===== config.mk =====
export PLATFORM = sky130hd
export DESIGN_NAME = i2c_master_rx_byte
export DESIGN_NICKNAME = d
export VERILOG_FILES = /design/src/rtl/i2crx_pkg.sv /design/src/rtl/i2crx_baud.sv /design/src/rtl/i2crx_shift.sv /design/src/rtl/i2c_master_rx_byte.sv
export SDC_FILE = /design/constraint.sdc
export NUM_CORES = 1
export LEC_CHECK = 0
export ABC_AREA = 1
export BUFFER_PORTS_ARGS = -buffer_cell sky130_fd_sc_hd__buf_2
export CORE_ASPECT_RATIO = 0.9
export CORE_MARGIN = 1
export CORE_UTILIZATION = 46
export DETAILED_ROUTE_END_ITERATION = 16
export MAX_ROUTING_LAYER = met4
export PLACE_DENSITY = 0.68
export SETUP_SLACK_MARGIN = 0.02
export SKIP_CTS_REPAIR_TIMING = 1
export SYNTH_ARGS = -nofsm -noshare
export SYNTH_HDL_FRONTEND = slang
export SYNTH_HIERARCHICAL = 1
export SYNTH_SLANG_ARGS = --single-unit

===== constraint.sdc =====
create_clock -name clk -period 3.8 [get_ports clk]
set_clock_uncertainty 0.05 [all_clocks]
set_input_delay 0.19 -clock clk [delete_from_list [all_inputs] [get_ports clk]]
set_output_delay 0.19 -clock clk [all_outputs]
set_load 0.1 [all_outputs]

===== src/rtl/i2crx_pkg.sv =====
package i2crx_pkg;

    typedef enum logic [2:0] {
        ST_IDLE     = 3'd0,
        ST_RX_LOW   = 3'd1,
        ST_RX_HIGH  = 3'd2,
        ST_ACK_LOW  = 3'd3,
        ST_ACK_HIGH = 3'd4
    } rx_state_e;

endpackage


===== src/rtl/i2crx_baud.sv =====
// Half-period counter: emits a one-cycle rollover every BAUD_DIV cycles while run is high.
module i2crx_baud #(
    parameter int BAUD_DIV = 4
) (
    input  logic clk,
    input  logic rst_n,
    input  logic run,
    output logic tick
);
    localparam int CNT_W = (BAUD_DIV > 2) ? $clog2(BAUD_DIV) : 1;
    localparam logic [CNT_W-1:0] LAST = CNT_W'(BAUD_DIV - 1);

    logic [CNT_W-1:0] cnt_q;

    assign tick = run && (cnt_q == LAST);

    always_ff @(posedge clk or negedge rst_n) begin
        if (!rst_n) begin
            cnt_q <= '0;
        end else if (!run || tick) begin
            cnt_q <= '0;
        end else begin
            cnt_q <= cnt_q + 1'b1;
        end
    end

    // every SCL phase lasts at least two cycles, so rollovers never touch
    assert_tick_spacing_R2: assert property (@(posedge clk) disable iff (!rst_n)
        tick |=> !tick);

endmodule


===== src/rtl/i2crx_shift.sv =====
// Receive shift register with bit counter; next_byte includes the bit being sampled.
module i2crx_shift #(
    parameter int DATA_W = 8
) (
    input  logic              clk,
    input  logic              rst_n,
    input  logic              clear,
    input  logic              sample,
    input  logic              sda,
    output logic [DATA_W-1:0] next_byte,
    output logic              last_bit
);
    localparam int CW = $clog2(DATA_W);
    localparam logic [CW-1:0] LAST_IDX = CW'(DATA_W - 1);

    logic [DATA_W-1:0] sh_q;
    logic [CW-1:0]     idx_q;

    assign next_byte = {sh_q[DATA_W-2:0], sda};
    assign last_bit  = (idx_q == LAST_IDX);

    always_ff @(posedge clk or negedge rst_n) begin
        if (!rst_n) begin
            sh_q  <= '0;
            idx_q <= '0;
        end else if (clear) begin
            sh_q  <= '0;
            idx_q <= '0;
        end else if (sample) begin
            sh_q  <= next_byte;
            idx_q <= last_bit ? '0 : idx_q + 1'b1;
        end
    end

endmodule


===== src/rtl/i2c_master_rx_byte.sv =====
module i2c_master_rx_byte
    import i2crx_pkg::*;
#(
    parameter int BAUD_DIV = 4,
    parameter int DATA_W   = 8
) (
    input  logic              clk,
    input  logic              rst_n,
    input  logic              rx_go,
    input  logic              ack_go,
    input  logic              ack_level,
    input  logic              buf_wr,
    input  logic              buf_rd,
    input  logic              irq_clr,
    input  logic              ovf_clr,
    input  logic              wcol_clr,
    input  logic              sda_in,
    output logic              scl_pull_low,
    output logic              sda_pull_low,
    output logic [DATA_W-1:0] rd_data,
    output logic              buf_full,
    output logic              irq_flag,
    output logic              ovf_flag,
    output logic              wcol_flag,
    output logic              rx_enable,
    output logic              ack_enable
);
    rx_state_e         state_q, state_d;
    logic              tick;
    logic              idle;
    logic              rx_accept, ack_accept;
    logic              sample, byte_done, ack_done;
    logic              last_bit;
    logic [DATA_W-1:0] byte_next;
    logic [DATA_W-1:0] buf_q;
    logic              ack_val_q;
    logic              buf_full_q, irq_q, ovf_q, wcol_q;

    assign idle       = (state_q == ST_IDLE);
    assign rx_accept  = idle && rx_go;
    assign ack_accept = idle && ack_go && !rx_go;
    assign sample     = (state_q == ST_RX_HIGH) && tick;
    assign byte_done  = sample && last_bit;
    assign ack_done   = (state_q == ST_ACK_HIGH) && tick;

    i2crx_baud #(.BAUD_DIV(BAUD_DIV)) u_baud (
        .clk  (clk),
        .rst_n(rst_n),
        .run  (!idle),
        .tick (tick)
    );

    i2crx_shift #(.DATA_W(DATA_W)) u_shift (
        .clk      (clk),
        .rst_n    (rst_n),
        .clear    (rx_accept),
        .sample   (sample),
        .sda      (sda_in),
        .next_byte(byte_next),
        .last_bit (last_bit)
    );

    // State register
    always_ff @(posedge clk or negedge rst_n) begin
        if (!rst_n) state_q <= ST_IDLE;
        else        state_q <= state_d;
    end

    // Transitions
    always_comb begin
        state_d = state_q;
        unique case (state_q)
            ST_IDLE: begin
                if (rx_accept)       state_d = ST_RX_LOW;
                else if (ack_accept) state_d = ST_ACK_LOW;
            end
            ST_RX_LOW:   if (tick) state_d = ST_RX_HIGH;
            ST_RX_HIGH:  if (tick) state_d = last_bit ? ST_IDLE : ST_RX_LOW;
            ST_ACK_LOW:  if (tick) state_d = ST_ACK_HIGH;
            ST_ACK_HIGH: if (tick) state_d = ST_IDLE;
            default:     state_d = ST_IDLE;
        endcase
    end

    // Line and status outputs decoded from the state
    always_comb begin
        scl_pull_low = 1'b1;
        sda_pull_low = 1'b0;
        rx_enable    = 1'b0;
        ack_enable   = 1'b0;
        unique case (state_q)
            ST_IDLE: ;
            ST_RX_LOW:   rx_enable = 1'b1;
            ST_RX_HIGH: begin
                rx_enable    = 1'b1;
                scl_pull_low = 1'b0;
            end
            ST_ACK_LOW: begin
                ack_enable   = 1'b1;
                sda_pull_low = !ack_val_q;
            end
            ST_ACK_HIGH: begin
                ack_enable   = 1'b1;
                scl_pull_low = 1'b0;
                sda_pull_low = !ack_val_q;
            end
            default: ;
        endcase
    end

    // Buffer and flags
    always_ff @(posedge clk or negedge rst_n) begin
        if (!rst_n) begin
            buf_q      <= '0;
            buf_full_q <= 1'b0;
            irq_q      <= 1'b0;
            ovf_q      <= 1'b0;
            wcol_q     <= 1'b0;
            ack_val_q  <= 1'b1;
        end else begin
            if (ack_accept) ack_val_q <= ack_level;

            if (byte_done && (!buf_full_q || buf_rd)) buf_q <= byte_next;

            if (byte_done)   buf_full_q <= 1'b1;
            else if (buf_rd) buf_full_q <= 1'b0;

            if (byte_done && buf_full_q && !buf_rd) ovf_q <= 1'b1;
            else if (ovf_clr)                       ovf_q <= 1'b0;

            if (byte_done || ack_done) irq_q <= 1'b1;
            else if (irq_clr)          irq_q <= 1'b0;

            if (buf_wr && rx_enable) wcol_q <= 1'b1;
            else if (wcol_clr)       wcol_q <= 1'b0;
        end
    end

    assign rd_data   = buf_q;
    assign buf_full  = buf_full_q;
    assign irq_flag  = irq_q;
    assign ovf_flag  = ovf_q;
    assign wcol_flag = wcol_q;

    // SDA is never driven by the master while bits are shifting in
    assert_sda_free_rx_R2: assert property (@(posedge clk) disable iff (!rst_n)
        rx_enable |-> !sda_pull_low);

    // the end of a receive parks SCL low with the buffer full and interrupt raised
    assert_done_flags_R3: assert property (@(posedge clk) disable iff (!rst_n)
        $fell(rx_enable) |-> (scl_pull_low && buf_full && irq_flag));

    // the cycle overflow rises, the buffered byte is left alone
    assert_ovf_keeps_R5: assert property (@(posedge clk) disable iff (!rst_n)
        $rose(ovf_flag) |-> $stable(rd_data));

    // a collision alone never changes the buffer
    assert_wcol_keeps_R6: assert property (@(posedge clk) disable iff (!rst_n)
        ($rose(wcol_flag) && !$fell(rx_enable)) |-> $stable(rd_data));

    // a receive request during the acknowledge sequence never starts a receive
    assert_rx_ignored_R7: assert property (@(posedge clk) disable iff (!rst_n)
        (ack_enable && rx_go) |=> !rx_enable);

    // the acknowledge sequence ends with SCL low and the interrupt raised
    assert_ack_done_R8: assert property (@(posedge clk) disable iff (!rst_n)
        $fell(ack_enable) |-> (scl_pull_low && irq_flag && !rx_enable));

endmodule


==> impl_results.md, run 1 <==
* Status: finished with violations
* Failing checks: negative hold slack
* Crit Path Max Fanout at 5
* Number of synthesized flops with an enable pin at 0
* Max Fclk at between 500 and 600 MHz
* Rows at 17
* Pwr Total at about 1100 uW
* Most instantiated cells after synthesis: 52 x nand2_1, 27 x dfrtp_1, 22 x nand3_1, 14 x inv_1, 6 x nor2_1
* Yosys top cell by area: dfrtp_1
* First-pass GRT wire length at ~4000 um
* Layout Nets at 197
* Clk slew on worst S/H paths at 0.15 ns
* Number of synthesized register bits at 28
* Die Span Y at roughly 53 um
* Post-route ant nets at 0
* Area added between synthesis and finish at 16.9%
* Vias in the first global route at roughly 900
* Slew Limit Fails at 0
* Share of cells above drive strength 1 at between 20% and 30%
* Synthesized area at around 1300 um^2
* Die ar. at approximately 3000 um^2
* Die Wd at slightly below 60 um
* Most common cell in the netlist: nand2_1
* Clk_lat worst skew at 0.32 ns
* Setup TNS at 0 ns
* CTS tree: yes
* Cell variety after synth at 24
* Initial antenna violation count at 0
* Final period utilization at 50.1%
* Logic pwr share at 51.7%
* Clock Power Share at between 10% and 20%
* Max_cap viols at 0
* Mapped Cells at around 150
* Detailed-route wire length per cell at about 11 um
* Pre-antenna DRT Iters at 4
* Critical Path Sink Type: output pin
* Starting density of the core at between 50% and 60%
* Worst slew pin tran at 0.618 ns
* TritonCTS Sinks at 28
* Final Util at between 50% and 60%
* Final HPWL DP at 1780 um
* Sequential area share after synthesis at 53.5%
* Synth top area cells: dfrtp_1 51%, nand2_1 15%, nand3_1 8.4%, inv_1 4.0%, ha_1 2.9%
* Root Driver: clkbuf_4
* Asr flop ratio synth at between 90% and 100%
* RSZ-0062 raised after global routing: no
* Total GRT Usage at approximately 18%
* Mapped Nets at approximately 170
* Fin crit period at 1.90 ns
* Worst Hold Class: input port to flip-flop
* Met1 Resource Use GR at between 20 and 25%
* Syn avg cell area at ~8.6 um^2
* Routability Congestion at around 0.78
* Synth warn at 6
* CTS H-Tree Depth at 1
* Worst VDD drop at roughly 0.29 mV
* Part of the power in registers at a little over a third
* Routed vias/inst at 4.80
* Leakage power at roughly 0.0009 uW
* Input/output buffers at 26
* Crit path kind: flip-flop to output pin
* Top-area cell type share of the netlist area at 51.5%
* Worst EP required at 3.56 ns
* Clock Tree Buf Depth at 2
* Met2 Resource Use GR at 26.6%
* Ys flop type: dfrtp_1
* Largest net degree at the start of global routing at 29
* Core box area at ~2600 um^2
* Critical Path Start Type: flip-flop
* Critical Path AT at between 1.5 and 2 ns
* Final Hold Slack at -0.00154 ns
* CTS buffer count at 3
* Sw Ratio at between 50% and 60%
* Pwr Density at between 700 and 800 nW/um^2
* Diode count at 0
* # setup viols final at 0
* Remaining global-route overflow at 0
* Iter 0 DRT Violations at 35
* Relative max-transition margin at 58.8%
* Internal power at roughly 520 uW
* Residual DRC at 0
* Met3 usage at under 10%
* Final WL at about 2400 um
* # IOs at 27
* Sw Pwr at 566 uW
* Vias at 1057
* Fin. Hold Viols at 1
* Layer with the highest usage: met2
==> worst max-delay path, cell delays in order, from the launching register on <==
cell and delay (ns):
dfrtp_1 0.46, nor2_2 0.20, nand2_2 0.11, a21oi_1 0.13
buf_2 0.43
==> routing by layer <==
metal / wire [um] / share of wire, %
met1: 1230 / 51
met2: 1050 / 43
met3: 131 / 5.4
met4: 20 / 0.83
met5: 0 / 0
==> logic make-up (layout without fill, tap and decap cells) <==
| family | Yosys count | in the layout | synth area share [%] |
|---|---|---|---|
| DFF | 28 | 28 | 53.5 |
| and+or+nand+nor | 93 | 93 | 33.1 |
| adders and majority gates | 3 | 3 | 2.86 |
| buffers and inverters | 21 | 51 | 7.24 |
| AOI/OAI and AO/OA | 7 | 7 | 3.34 |
==> cell type report <==
cell class | count | area, um^2
Tap cell | 38 | 47.5
Timing Repair Buffer | 29 | 160
Clock buffer | 4 | 36.3
Inverter | 18 | 72.6
Fill cell | 230 | 1040
Multi-Input combinational cell | 103 | 515
Sequential cell | 28 | 702
==> layout by cell type, fill, tap and decap left out, drive strengths merged <==
cell	netlist	final
nand2	58	58
ha	3	3
nand3b	1	1
dfrtp	27	27
nor2	10	10
a21oi	1	1
clkbuf	0	4
clkinv	1	1
o22ai	1	1
inv	17	17
nand4	1	1
o221ai	1	1
nand3	23	23
dfstp	1	1
dlygate4sd3	0	3
buf	3	26
o21ai	4	4
==> path summary, 6_finish.rpt <==
| path | slack [ns] | endpoint | from | cells after the start |
|---|---|---|---|---|
| setup / recovery | 1.90 | sda_pull_low | state_q[1] | 4 |
| hold reg to reg | 0.39 | u_baud/cnt_q[0] | u_baud/cnt_q[0] | 1 |
| min in group asynchronous | 0.34 | state_q[0] | rst_n | 2 |
| setup reg to reg | 2.01 | rd_data[4] | state_q[1] | 11 |
| max in group asynchronous | 2.96 | u_shift/sh_q[4] | rst_n | 2 |
| hold / removal | -0.002 | ack_val_q | ack_level | 3 |
==> power groups by stage <==
| stage | Combinational (uW) | Sequential [uW] | Clock (uW) |
|---|---|---|---|
| floorplan | 433 | 415 | 0 |
| global placement | 546 | 382 | 0 |
| detailed placement | 555 | 384 | 0 |
| CTS | 556 | 378 | 150 |
| global route | 608 | 383 | 159 |
| finish | 559 | 378 | 144 |
==> sequential cells by signal (all words and copies together), names as in the netlist, 2 cells and up <==
name           flops
u_shift/idx_q      3
rd_data            8
state_q            3
u_baud/cnt_q       2
u_shift/sh_q       7
==> per-stage QoR <==
step                setup WS (ns)  hold WS, ns  instance area, um^2  instances
floorplan                    1.41       -0.156                 1310        152
global placement             2.11        0.183                 1470        213
detailed placement           2.03        0.189                 1470        213
CTS                          1.89       -0.184                 1500        217
global route                 1.79       0.0119                 1530        220
finish                       1.90     -0.00154                 1530        220
Power figures use the tool's default switching activity.
==> run 2, diff against run 1 <==
clock period = 1.9 ns   (was 3.8 ns; I/O delays follow)
==> run 2 against run 1 <==
The run now ends clean; count of clock-buffer cells in the layout fell by 1; routed wire length fell by 1.2%; final cell count rose by 2.7%; via count fell by 0.28%.
==> impl_results.md, run 2 (synthesis gave the netlist of run 1 again) <==
* Fillers at between 200 and 250
* First-pass GRT wire length at between 4000 and 5000 um
* Critical Path AT at roughly 1.6 ns
* Core box area at 2570 um^2
* Die Span Y at 52.7 um
* Pre-antenna DRT Iters at 4
* Final WL at around 2400 um
* Reg2reg path depth at 11
* Worst Hold Path Cells at 4
* Multi-input gate area at roughly 520 um^2
* Most frequent cells in the layout: 52 x nand2_1, 27 x dfrtp_1, 25 x buf_2
* Post-route ant nets at 0
* Setup TNS at 0 ns
* Most common cell after layout, fill and taps aside: nand2_1
* Root Driver: clkbuf_4
* Max Fclk at between 500 and 600 MHz
* Vias at about 1.1k
* CTS H-Tree Depth at 1
* Worst VDD drop at 0.869 mV
* Die Wd at just under 60 um
* Input/output buffers at 26
* Starting density of the core at about 50%
* # setup viols final at 0
* # IOs at 27
* Critical Path Sink Type: output pin
* Critical Path Start Type: flip-flop
* Crit Path Max Fanout at 6
* Share of cells above drive strength 1 at between 20% and 30%
* Vias in the first global route at 920
* Clock Tree Buf Depth at 2
* Rows at 17
* R2r setup slk at 0.25 ns
* Worst EP required at between 1.5 and 2 ns
* Largest register FFs at 8
* Diode count at 0
* Final period utilization at just over 90%
* Initial antenna violation count at 0
* Residual DRC at 0
* Die ar. at between 3000 and 4000 um^2
* Area added between synthesis and finish at 23.0%
* Final HPWL DP at around 1700 um
* Max_cap viols at 0
* Clk slew on worst S/H paths at ~0.15 ns
* Leakage power at approximately 0.00095 uW
* RR Startpoint: state_q[1]
* TritonCTS Sinks at 28
* Worst Hold Class: input port to flip-flop
* Pwr Density at between 1000 and 1500 nW/um^2
* Final Hold Slack at roughly 0.036 ns
* Iter 0 DRT Violations at 25
* Min-Delay Endpoint: ack_val_q
* Hold Path Origin: ack_go
* RSZ-0062 raised after global routing: no
* Layout Nets at slightly above 200
* Clk_lat worst skew at 0.33 ns
* Total GRT Usage at about 18%
* Register area at between 700 and 800 um^2
* Worst slew pin tran at ~0.59 ns
* Fin. Hold Viols at 0
* Detailed-route wire length per cell at roughly 11 um
* Remaining global-route overflow at 0
* Crit path kind: flip-flop to output pin
* Slew Limit Fails at 0
* CTS buffer count at 3
* Fin crit period at about 1.8 ns
* Status: completed
* Largest net degree at the start of global routing at 29
* Relative max-transition margin at 60.6%
* CTS tree: yes
* Routability Congestion at slightly above 0.9
* Routed vias/inst at 4.66
* Reg-to-reg endpoint: rd_data[3]
-- run 2: worst max path at each step --
stage | startpoint | endpoint | slack, ns | depth (start not counted)
floorplan | state_q[1] | sda_pull_low | 0.16 | 3
global placement | state_q[1] | rd_data[2] | 0.23 | 11
detailed placement | state_q[1] | rd_data[3] | 0.17 | 11
CTS | state_q[1] | sda_pull_low | 0.10 | 4
global route | state_q[1] | ack_enable | 0.06 | 4
finish | state_q[2] | rx_enable | 0.14 | 4
-- run 2: critical path, cell delays in order (launching register included) --
cell and delay [ns]:
dfrtp_1 0.44, inv_2 0.12, nand3_2 0.16, nand2_2 0.13
buf_2 0.43
-- run 2: power breakdown --
| group | switching, uW | internal (uW) | leakage (uW) |
|---|---|---|---|
| Sequential | 68.7 | 689 | 0.000380 |
| Clock | 166 | 213 | 0.0000279 |
| Combinational | 895 | 259 | 0.000547 |
-- run 2: layer usage --
| metal | up-vias | part of all wire, % | GRT usage (%) |
|---|---|---|---|
| li1 | 556 | - | - |
| met1 | 473 | 53 | 25.4 |
| met2 | 23 | 42 | 26.6 |
| met3 | 2 | 4.8 | 5.43 |
| met4 | 0 | 0.54 | 3.57 |
| met5 | - | 0 | - |
-- run 2: layout make-up --
class                   count  share of cell area (%)
flip-flops and latches     28                    43.5
multi-input cells         103                    32.3
repair buffers             35                    13.5
inverters                  18                    4.50
well taps                  38                    2.95
clock inverters             1                    1.86
clock buffers               3                    1.40
-- run 2: per-stage QoR --
| stage | util (%) | total power, uW | cell area (um^2) | instances | worst slack [ns] |
|---|---|---|---|---|---|
| detailed placement | 57.3 | 1880 | 1470 | 213 | 0.169 |
| global route | 62.7 | 2440 | 1610 | 226 | 0.0576 |
| CTS | 59.3 | 2270 | 1530 | 217 | 0.100 |
| floorplan | - | 1710 | 1320 | 152 | 0.160 |
| finish | 62.7 | 2290 | 1610 | 226 | 0.145 |
| global placement | 57.3 | 1870 | 1470 | 213 | 0.231 |
==> run 3, diff against run 2 <==
CORE_ASPECT_RATIO = 1.75   (was 0.9)
PLACE_DENSITY = 0.69   (was 0.68)
==> run 3 against run 2 <==
The flow now finishes with violations (negative hold slack); critical path depth is the same; clock power grew 21%; register-to-register slack is essentially flat; global-route usage grew 1.1 points; critical endpoint is now sda_pull_low; sequential share of layout area grew 0.75 points.
==> impl_results.md, run 3 (synthesis gave the netlist of run 1 again) <==
* Status: finished with violations
* Failing checks: negative hold slack
* Crit path kind: flip-flop to output pin
* Worst Hold Class: input port to flip-flop
* Die ar. at 3080 um^2
* CTS tree: yes
* Final WL at 2700 um
* Residual DRC at 0
* Initial antenna violation count at 0
* Inst Count DP at around 200
* Part of the power in registers at between 30 and 40%
* Fin. Hold Viols at 2
* Clock Tree Buf Depth at 2
* Clk_lat worst skew at between 0.2 and 0.3 ns
* Diode count at 0
* Max_cap viols at 0
* Share of cells above drive strength 1 at between 20% and 30%
* Core box area at between 2000 and 3000 um^2
* Most frequent cells in the layout: 52 x nand2_1, 27 x dfrtp_1, 26 x buf_2
* Routed vias/inst at just over 5
* Sw Pwr at about 1100 uW
* Root Driver: clkbuf_8
* Critical Path Start Type: flip-flop
* Die Span Y at between 70 and 80 um
* Layout Nets at 200
* Internal power at around 1200 uW
* # IOs at 27
* Remaining global-route overflow at 0
* Area added between synthesis and finish at 20.9%
* Sw Ratio at 48.6%
* Multi-input gate area at 522 um^2
* Critical Path AT at about 1.6 ns
* Largest register FFs at 8
* Logic pwr share at approximately 48%
* RR Startpoint: state_q[1]
* Rows at 25
* Clk slew on worst S/H paths at roughly 0.1 ns
* Pre-antenna DRT Iters at 4
* Vias at approximately 1.1k
* Register area at 702 um^2
* Final HPWL DP at approximately 2000 um
* Iter 0 DRT Violations at 37
* Final period utilization at ~92%
* Hold Path Origin: buf_wr
* Fillers at 260
* Post-Layout Cell Count at between 200 and 250
* Final Hold Slack at -0.00509 ns
* TritonCTS Sinks at 28
* Largest net degree at the start of global routing at 29
* Slew Limit Fails at 0
* CTS buffer count at 3
* Post-route ant nets at 0
* Worst VDD drop at between 0.8 and 0.9 mV
* Clock Power Share at between 10% and 20%
* Pwr Density at about 1500 nW/um^2
* Relative max-transition margin at around three fifths
* Routability Congestion at 0.852
* First-pass GRT wire length at approximately 4500 um
* Worst slew pin tran at 0.604 ns
* Leakage power at about 0.00095 uW
* # setup viols final at 0
* Critical Path Sink Type: output pin
* Most common cell after layout, fill and taps aside: nand2_1
* Pwr Total at around 2400 uW
* Worst EP required at 1.75 ns
* Setup TNS at 0 ns
* Max Fclk at ~570 MHz
* CP Launch Point: state_q[1]
* Die Wd at ~42 um
* Total GRT Usage at about a fifth
* Vias in the first global route at 1057
* RSZ-0062 raised after global routing: no
* Detailed-route wire length per cell at roughly 13 um
* Fin crit period at ~1.7 ns
* Crit Path Max Fanout at 5
* Starting density of the core at ~50%
* CTS H-Tree Depth at 1
* Input/output buffers at 26
[run 3: cell types whose count changed in the layout (fill, tap and decap cells not counted)]
| cell | previous run | this run |
|---|---|---|
| dlygate4sd3_1 | 7 | 4 |
| clkbuf_8 | 0 | 3 |
| clkbuf_4 | 4 | 0 |
| buf_2 | 25 | 26 |
[run 3: critical path: stages (launching register included)]
cell     delay, ns
dfrtp_1       0.44
nor2_2        0.21
nand2_2       0.13
a21oi_2       0.13
buf_2         0.43
[run 3: final timing paths]
kind,end,slack (ns),cells after the start
min in group asynchronous,state_q[0],0.31,2
min,wcol_flag,-0.005,3
max,sda_pull_low,0.15,4
max in group asynchronous,u_shift/sh_q[2],1.09,2
min reg2reg,u_baud/cnt_q[0],0.39,1
max reg2reg,u_shift/sh_q[4],0.25,9
[run 3: per-stage QoR]
stage	cell area, um^2	util, %	setup slack (ns)
5_1_grt	1590	59.0	0.0840
2_1_floorplan	1320	-	0.160
3_3_place_gp	1460	54.3	0.211
3_5_place_dp	1460	54.3	0.138
6_report	1590	59.0	0.151
4_1_cts	1530	56.9	0.125
[run 3: layout make-up]
class                   instances  area share (%)
flip-flops and latches         28            44.2
inverters                      18            4.57
multi-input cells             103            32.9
repair buffers                 32            11.7
well taps                      27            2.13
clock inverters                 1            1.89
clock buffers                   3            2.60
[run 3: power by group through the flow]
| stage | Sequential [uW] | Combinational, uW | Clock [uW] |
|---|---|---|---|
| 2_1_floorplan | 831 | 876 | 0 |
| 3_3_place_gp | 763 | 1110 | 0 |
| 4_1_cts | 755 | 1130 | 473 |
| 5_1_grt | 767 | 1230 | 491 |
| 3_5_place_dp | 767 | 1130 | 0 |
| 6_report | 753 | 1140 | 459 |
[run 3: routing by layer]
metal	share of wire, %	track usage, %	vias to the layer above
li1	-	-	547
met1	39	22.5	510
met2	57	33.3	27
met3	3.1	1.73	2
met4	0.85	8.68	0
met5	0	-	-
